===== config.mk =====
export PLATFORM = sky130hd
export DESIGN_NAME = eeprom_prog_ctrl
export DESIGN_NICKNAME = d
export VERILOG_FILES = /design/src/rtl/eep_pkg.sv /design/src/rtl/eep_pwr_gate.sv /design/src/rtl/eep_wait_timer.sv /design/src/rtl/eeprom_prog_ctrl.sv
export SDC_FILE = /design/constraint.sdc
export NUM_CORES = 1
export LEC_CHECK = 0
export ABC_AREA = 1
export BUFFER_PORTS_ARGS = -buffer_cell sky130_fd_sc_hd__buf_4
export CAP_MARGIN = 20
export CORE_ASPECT_RATIO = 2
export CORE_UTILIZATION = 30
export CTS_BUF_LIST = sky130_fd_sc_hd__clkbuf_8 sky130_fd_sc_hd__clkbuf_16
export DETAILED_ROUTE_END_ITERATION = 7
export GPL_ROUTABILITY_DRIVEN = 0
export SLEW_MARGIN = 10
export SYNTH_ARGS = -nofsm -noshare
export SYNTH_HDL_FRONTEND = slang
export SYNTH_HIERARCHICAL = 1
export SYNTH_SLANG_ARGS = --single-unit

===== constraint.sdc =====
create_clock -name clk -period 3.1 [get_ports clk]
set_input_delay 0.62 -clock clk [delete_from_list [all_inputs] [get_ports clk]]
set_output_delay 0.62 -clock clk [all_outputs]
set_load 0.005 [all_outputs]

===== src/rtl/eep_pkg.sv =====
package eep_pkg;

    typedef enum logic [2:0] {
        ST_IDLE,
        ST_SETUP,
        ST_STROBE,
        ST_HOLD,
        ST_TURN,
        ST_POLL,
        ST_GAP,
        ST_VERIFY
    } eep_state_e;

endpackage


===== src/rtl/eep_pwr_gate.sv =====
module eep_pwr_gate #(
    parameter int DELAY_CYC = 625000
) (
    input  logic clk,
    input  logic rst_n,
    input  logic supply_ok,
    output logic pwr_ok
);

    localparam int CW = $clog2(DELAY_CYC + 1);

    logic [CW-1:0] settle_cnt;

    always_ff @(posedge clk or negedge rst_n) begin
        if (!rst_n) begin
            settle_cnt <= '0;
        end else if (!supply_ok) begin
            settle_cnt <= '0;
        end else if (settle_cnt != CW'(DELAY_CYC)) begin
            settle_cnt <= settle_cnt + 1'b1;
        end
    end

    assign pwr_ok = (settle_cnt == CW'(DELAY_CYC));

    p_restart_r1: assert property (@(posedge clk) disable iff (!rst_n)
        !supply_ok |=> !pwr_ok);

endmodule


===== src/rtl/eep_wait_timer.sv =====
module eep_wait_timer #(
    parameter int LIMIT_CYC = 26000
) (
    input  logic clk,
    input  logic rst_n,
    input  logic run,
    output logic expired
);

    localparam int TW = $clog2(LIMIT_CYC + 1);

    logic [TW-1:0] win_cnt;

    always_ff @(posedge clk or negedge rst_n) begin
        if (!rst_n) begin
            win_cnt <= '0;
        end else if (!run) begin
            win_cnt <= '0;
        end else if (win_cnt != TW'(LIMIT_CYC - 1)) begin
            win_cnt <= win_cnt + 1'b1;
        end
    end

    assign expired = run && (win_cnt == TW'(LIMIT_CYC - 1));

    p_expiry_needs_run_r8: assert property (@(posedge clk) disable iff (!rst_n)
        (expired && $past(run)) |-> $past(win_cnt) == TW'(LIMIT_CYC - 2) || $past(expired));

endmodule


===== src/rtl/eeprom_prog_ctrl.sv =====
module eeprom_prog_ctrl
    import eep_pkg::*;
#(
    parameter int AW          = 11,
    parameter int SETUP_CYC   = 2,
    parameter int PULSE_CYC   = 4,
    parameter int HOLD_CYC    = 2,
    parameter int READ_CYC    = 2,
    parameter int PWRUP_CYC   = 625000,
    parameter int TIMEOUT_CYC = 26000
) (
    input  logic          clk,
    input  logic          rst_n,
    input  logic          supply_ok,
    input  logic          req_valid,
    output logic          req_ready,
    input  logic [AW-1:0] req_addr,
    input  logic [7:0]    req_data,
    output logic          done_o,
    output logic          fail_timeout_o,
    output logic          fail_verify_o,
    output logic          mem_ce_n,
    output logic          mem_oe_n,
    output logic          mem_we_n,
    output logic [AW-1:0] mem_addr,
    output logic [7:0]    mem_dq_o,
    output logic          mem_dq_oe,
    input  logic [7:0]    mem_dq_i
);

    localparam int MAX_A = (SETUP_CYC > PULSE_CYC) ? SETUP_CYC : PULSE_CYC;
    localparam int MAX_B = (HOLD_CYC > READ_CYC) ? HOLD_CYC : READ_CYC;
    localparam int MAXPH = (MAX_A > MAX_B) ? MAX_A : MAX_B;
    localparam int PHW   = $clog2(MAXPH + 1);

    eep_state_e    state, state_nx;
    logic [PHW-1:0] ph_cnt, ph_end;
    logic          ph_last;
    logic          pwr_ok;
    logic          accept;
    logic          win_run, win_exp;
    logic          poll_hit, vfy_end, vfy_ok;
    logic [AW-1:0] addr_q;
    logic [7:0]    data_q;
    logic          done_q, tout_q, vfail_q;

    eep_pwr_gate #(.DELAY_CYC(PWRUP_CYC)) u_gate (
        .clk       (clk),
        .rst_n     (rst_n),
        .supply_ok (supply_ok),
        .pwr_ok    (pwr_ok)
    );

    eep_wait_timer #(.LIMIT_CYC(TIMEOUT_CYC)) u_timer (
        .clk     (clk),
        .rst_n   (rst_n),
        .run     (win_run),
        .expired (win_exp)
    );

    assign req_ready = (state == ST_IDLE) && pwr_ok;
    assign accept    = req_valid && req_ready;

    // Length of the current timed phase, minus one
    always_comb begin
        unique case (state)
            ST_SETUP:            ph_end = PHW'(SETUP_CYC - 1);
            ST_STROBE:           ph_end = PHW'(PULSE_CYC - 1);
            ST_HOLD:             ph_end = PHW'(HOLD_CYC - 1);
            ST_POLL, ST_VERIFY:  ph_end = PHW'(READ_CYC - 1);
            default:             ph_end = '0;
        endcase
    end

    assign ph_last  = (ph_cnt == ph_end);
    assign win_run  = (state == ST_TURN) || (state == ST_POLL) || (state == ST_GAP);
    assign poll_hit = (state == ST_POLL) && ph_last && (mem_dq_i[7] == data_q[7]);
    assign vfy_end  = (state == ST_VERIFY) && ph_last;
    assign vfy_ok   = (mem_dq_i == data_q);

    // Next-state selection
    always_comb begin
        state_nx = state;
        unique case (state)
            ST_IDLE:   if (accept)  state_nx = ST_SETUP;
            ST_SETUP:  if (ph_last) state_nx = ST_STROBE;
            ST_STROBE: if (ph_last) state_nx = ST_HOLD;
            ST_HOLD:   if (ph_last) state_nx = ST_TURN;
            ST_TURN,
            ST_POLL,
            ST_GAP: begin
                if (poll_hit)                            state_nx = ST_VERIFY;
                else if (win_exp)                        state_nx = ST_IDLE;
                else if (state == ST_TURN)               state_nx = ST_POLL;
                else if (state == ST_GAP)                state_nx = ST_POLL;
                else if (ph_last)                        state_nx = ST_GAP;
            end
            ST_VERIFY: if (ph_last) state_nx = ST_IDLE;
            default:   state_nx = ST_IDLE;
        endcase
    end

    // State register and phase counter
    always_ff @(posedge clk or negedge rst_n) begin
        if (!rst_n) begin
            state  <= ST_IDLE;
            ph_cnt <= '0;
        end else begin
            state <= state_nx;
            if (state_nx != state || state == ST_IDLE) begin
                ph_cnt <= '0;
            end else begin
                ph_cnt <= ph_cnt + 1'b1;
            end
        end
    end

    // Request capture and outcome pulses
    always_ff @(posedge clk or negedge rst_n) begin
        if (!rst_n) begin
            addr_q  <= '0;
            data_q  <= '0;
            done_q  <= 1'b0;
            tout_q  <= 1'b0;
            vfail_q <= 1'b0;
        end else begin
            if (accept) begin
                addr_q <= req_addr;
                data_q <= req_data;
            end
            done_q  <= vfy_end && vfy_ok;
            vfail_q <= vfy_end && !vfy_ok;
            tout_q  <= win_run && win_exp && !poll_hit;
        end
    end

    // Strobe outputs decoded from the state
    always_comb begin
        mem_ce_n  = 1'b1;
        mem_oe_n  = 1'b1;
        mem_we_n  = 1'b1;
        mem_dq_oe = 1'b0;
        unique case (state)
            ST_IDLE: ;
            ST_SETUP, ST_HOLD: begin
                mem_ce_n  = 1'b0;
                mem_dq_oe = 1'b1;
            end
            ST_STROBE: begin
                mem_ce_n  = 1'b0;
                mem_we_n  = 1'b0;
                mem_dq_oe = 1'b1;
            end
            ST_TURN, ST_GAP: mem_ce_n = 1'b0;
            ST_POLL, ST_VERIFY: begin
                mem_ce_n = 1'b0;
                mem_oe_n = 1'b0;
            end
            default: ;
        endcase
    end

    assign mem_addr       = addr_q;
    assign mem_dq_o       = data_q;
    assign done_o         = done_q;
    assign fail_timeout_o = tout_q;
    assign fail_verify_o  = vfail_q;

    p_strobe_frame_r2: assert property (@(posedge clk) disable iff (!rst_n)
        !mem_we_n |-> (!mem_ce_n && mem_oe_n));

    p_addr_hold_r3: assert property (@(posedge clk) disable iff (!rst_n)
        (!mem_ce_n && $past(!mem_ce_n)) |-> $stable(mem_addr));

    p_data_at_rise_r3: assert property (@(posedge clk) disable iff (!rst_n)
        $rose(mem_we_n) |-> (mem_dq_oe && $stable(mem_dq_o)));

    p_bus_release_r6: assert property (@(posedge clk) disable iff (!rst_n)
        !mem_oe_n |-> !mem_dq_oe);

    p_holdoff_r1: assert property (@(posedge clk) disable iff (!rst_n)
        $fell(mem_ce_n) |-> $past(pwr_ok));

    p_one_outcome_r9: assert property (@(posedge clk) disable iff (!rst_n)
        $onehot0({done_o, fail_timeout_o, fail_verify_o}));

    p_timeout_idle_r8: assert property (@(posedge clk) disable iff (!rst_n)
        fail_timeout_o |-> (mem_ce_n && mem_oe_n && mem_we_n));

    p_done_pulse_r5: assert property (@(posedge clk) disable iff (!rst_n)
        done_o |=> !done_o);

endmodule


==> results by group <==
Setup path
  – R2r setup slk: 0.91 ns
  – Crit end category: output pin
  – Slowest stage delay, CP: 0.43 ns
  – Crit path kind: flip-flop to output pin
  – Cell Chain, Critical Path: inv_2 > ha_1 > nand3_1 > nor4_1 > nand2_1 > inv_1 > inv_1 > nor2_2 > buf_4
  – RR Startpoint: state[1]
  – Arrival time at the worst endpoint: 1.75 ns
  – Worst setup SP type: flip-flop
  – Crit path max-delay cell type: dfrtp_1
  – Worst-path fanout max: 6
  – R2r endpoint: ph_cnt[2]
  – Reg2Reg Depth: 14
  – Most frequent CP cell: inv_1
  – Worst Path Required: 2.48 ns

Power and ir drop
  – Pwr dens: 439 nW/um2
  – Leak: 2.25 nW
  – Final Power: 2.01 mW
  – VDD IR max: 0.323 mV

Synthesis
  – Sequential area share after synthesis: 43.0%
  – Synth Net Count: 544
  – Cell variety after synth: 35
  – Post-synth top area share: 43.0%
  – Area leader, netlist: dfrtp_1
  – Synth warn: 6
  – Syn Area/Cell: 7.21 um2
  – Register bit total from synthesis: 63
  – Synthesized instance count: 508
  – Synth Cell Area: 3660 um2
  – Dominant cells by area after synthesis: dfrtp_1 43%, nand2_1 18%, nor2_1 7.9%, inv_1 5.1%, nand3_1 3.8%

Clock tree
  – Root Driver: clkbuf_16
  – Setup Buffers After CTS: 0
  – Resize count post-CTS: 0
  – Clk slew on worst S/H paths: 0.05 ns
  – Post-CTS Hold Buffers: 0
  – Largest buffer count on any clock path: 2
  – CTS tree: built
  – CTS buffer count: 9
  – H-tree lvl count: 3
  – CTS Sinks: 63
  – Clk_lat worst skew: 0.33 ns

Layout
  – Fill cell count: 1230
  – Layout area overhead: 24.7%
  – Diode count: 0
  – Final #Nets: 607
  – Layout cell share with drive strength beyond 1: 19.3%
  – Finished Layout Cells: 721
  – Commonest non-fill, non-tap cells in the layout: 171 x nand2_1, 77 x nor2_1, 63 x dfrtp_1
  – Finished Core Util: 38.6%
  – Most common cell after layout, fill and taps aside: nand2_1

Place
  – DP HPWL: 7.32 mm
  – PortBufs: 57
  – Placed Cells: 705

STA
  – Worst-margin pin slew: 0.831 ns
  – Clock Skew: 0.00582 ns
  – RSZ-0062 raised after global routing: no
  – Hold Slack: 0.378 ns
  – Rel. slew slack: 44.6%
  – Tmin final: 2.37 ns
  – Setup TNS: 0 ns
  – F_max: 422 MHz
  – Hold Violations, Final: 0
  – Final Max Slew Viols: 0
  – Setup Viol. Count Final: 0
  – Final Cycle Share: 76.5%

Hold path
  – HP Class: input pin to asynchronous set/reset pin

Floorplan
  – Num rows: 56
  – Die Span Y: 158 um
  – Die area: 12700 um2
  – DIE WIDTH: 80.2 um
  – Num ports: 58
  – Initial core utilization: 30.9%
  – CORE AREA: 11800 um2

Flow run
  – Max-Cap Viols: 0

GRT
  – First-pass GRT wire length: 15.7 mm
  – Largest net degree at the start of global routing: 64
  – GRT overflow: 0
  – Vias in the first global route: 3452
  – GRT Total Usage: 16.3%
  – Initial antenna violation count: 0

Detailed routing
  – Routed WL per cell: 13.3 um
  – DR vias: 3431
  – Total wire length: 9.56 mm
  – DRC: 0
  – Vias per Instance: 4.76
  – DRT antenna net count: 0
  – Initial DRC count: 166
  – Initial DRT Pass Iterations: 5

Outcome
  – Outcome: complete, no violations
-- flip-flops by register name, summed over array words and instances (netlist names) --
signal             flops
u_gate/settle_cnt     20
u_timer/win_cnt       15
mem_addr              11
mem_dq_o               8
ph_cnt                 3
state                  3
done_o                 1
fail_timeout_o         1
fail_verify_o          1
-- report_power, final --
group,switching [mW],internal (mW)
Combinational,0.0404,0.0332
Sequential,0.00491,0.826
Clock,0.374,0.729
Total,0.419,1.59
-- through the flow --
stage	area [um2]	worst slack, ns
global route	4570	0.566
detailed placement	4240	0.949
finish	4570	0.729
floorplan	3660	1.26
CTS	4570	0.722
global placement	4240	0.957
-- cells in the mapped netlist --
library cell and instances:
ha_1 5, nand3_2 4, nor2_8 1, nor3_2 1
a21oi_1 15, clkinv_1 1, nor4_1 4, nand4_1 16
inv_1 50, and3_1 1, or2_2 3, nor2_4 6
a21boi_0 1, nand2_4 1, xor2_1 5, nand4_2 1
buf_2 2, buf_1 1, dfrtp_1 63, nor2_1 77
o21ai_0 7, nor3b_1 1, a31oi_1 1, nand3_1 28
buf_4 2, o21ai_1 4, inv_2 9, nor2_2 3
nand2_1 171, a22oi_1 1, nand2_2 7, nand3b_1 2
xnor2_1 7, nor3_1 5, buf_6 2
-- per-layer routing --
| metal | track usage (%) | vias to the layer above | share of wire, % |
|---|---|---|---|
| met5 | 0 | - | 0 |
| met4 | 8.76 | 0 | 3.2 |
| met3 | 3.95 | 23 | 4.9 |
| met2 | 30.6 | 85 | 56 |
| met1 | 16.0 | 1603 | 36 |
| li1 | - | 1720 | - |
-- worst max-delay path by stage --
| stage | startpoint | endpoint |
|---|---|---|
| 2_1_floorplan | state[1] | ph_cnt[0] |
| 3_3_place_gp | state[1] | ph_cnt[1] |
| 3_5_place_dp | state[1] | ph_cnt[2] |
| 6_report | u_gate/settle_cnt[0] | req_ready |
| 5_1_grt | u_gate/settle_cnt[0] | req_ready |
| 4_1_cts | u_gate/settle_cnt[0] | req_ready |
-- logic make-up (layout without fill, tap and decap cells) --
logic type / count (synthesis) / count (layout) / share of synthesized area (%)
AOI/OAI and AO/OA: 29 / 29 / 4.13
xor gates and xnor gates: 12 / 12 / 2.87
adders and majority gates: 5 / 5 / 1.71
buffers and inverters: 67 / 135 / 7.54
DFF: 63 / 63 / 43.0
and+or+nand+nor: 332 / 332 / 40.7
-- critical path, delay by kind of cell (launching register included) --
kind / cells / cell delay (ns)
DFF: 1 / 0.43
buffers and inverters: 4 / 0.34
and+or+nand+nor: 4 / 0.48
adders and majority gates: 1 / 0.17
-- layout make-up --
class	count	area [um2]	area share, %
Multi-Input combinational cell	378	1810	39.6
Sequential cell	63	1580	34.5
Timing Repair Buffer	59	443	9.69
Clock buffer	10	239	5.23
Inverter	60	225	4.93
Tap cell	145	181	3.97
Clock inverter	6	92.6	2.03
Note: power is estimated with default switching activity, not from simulation.
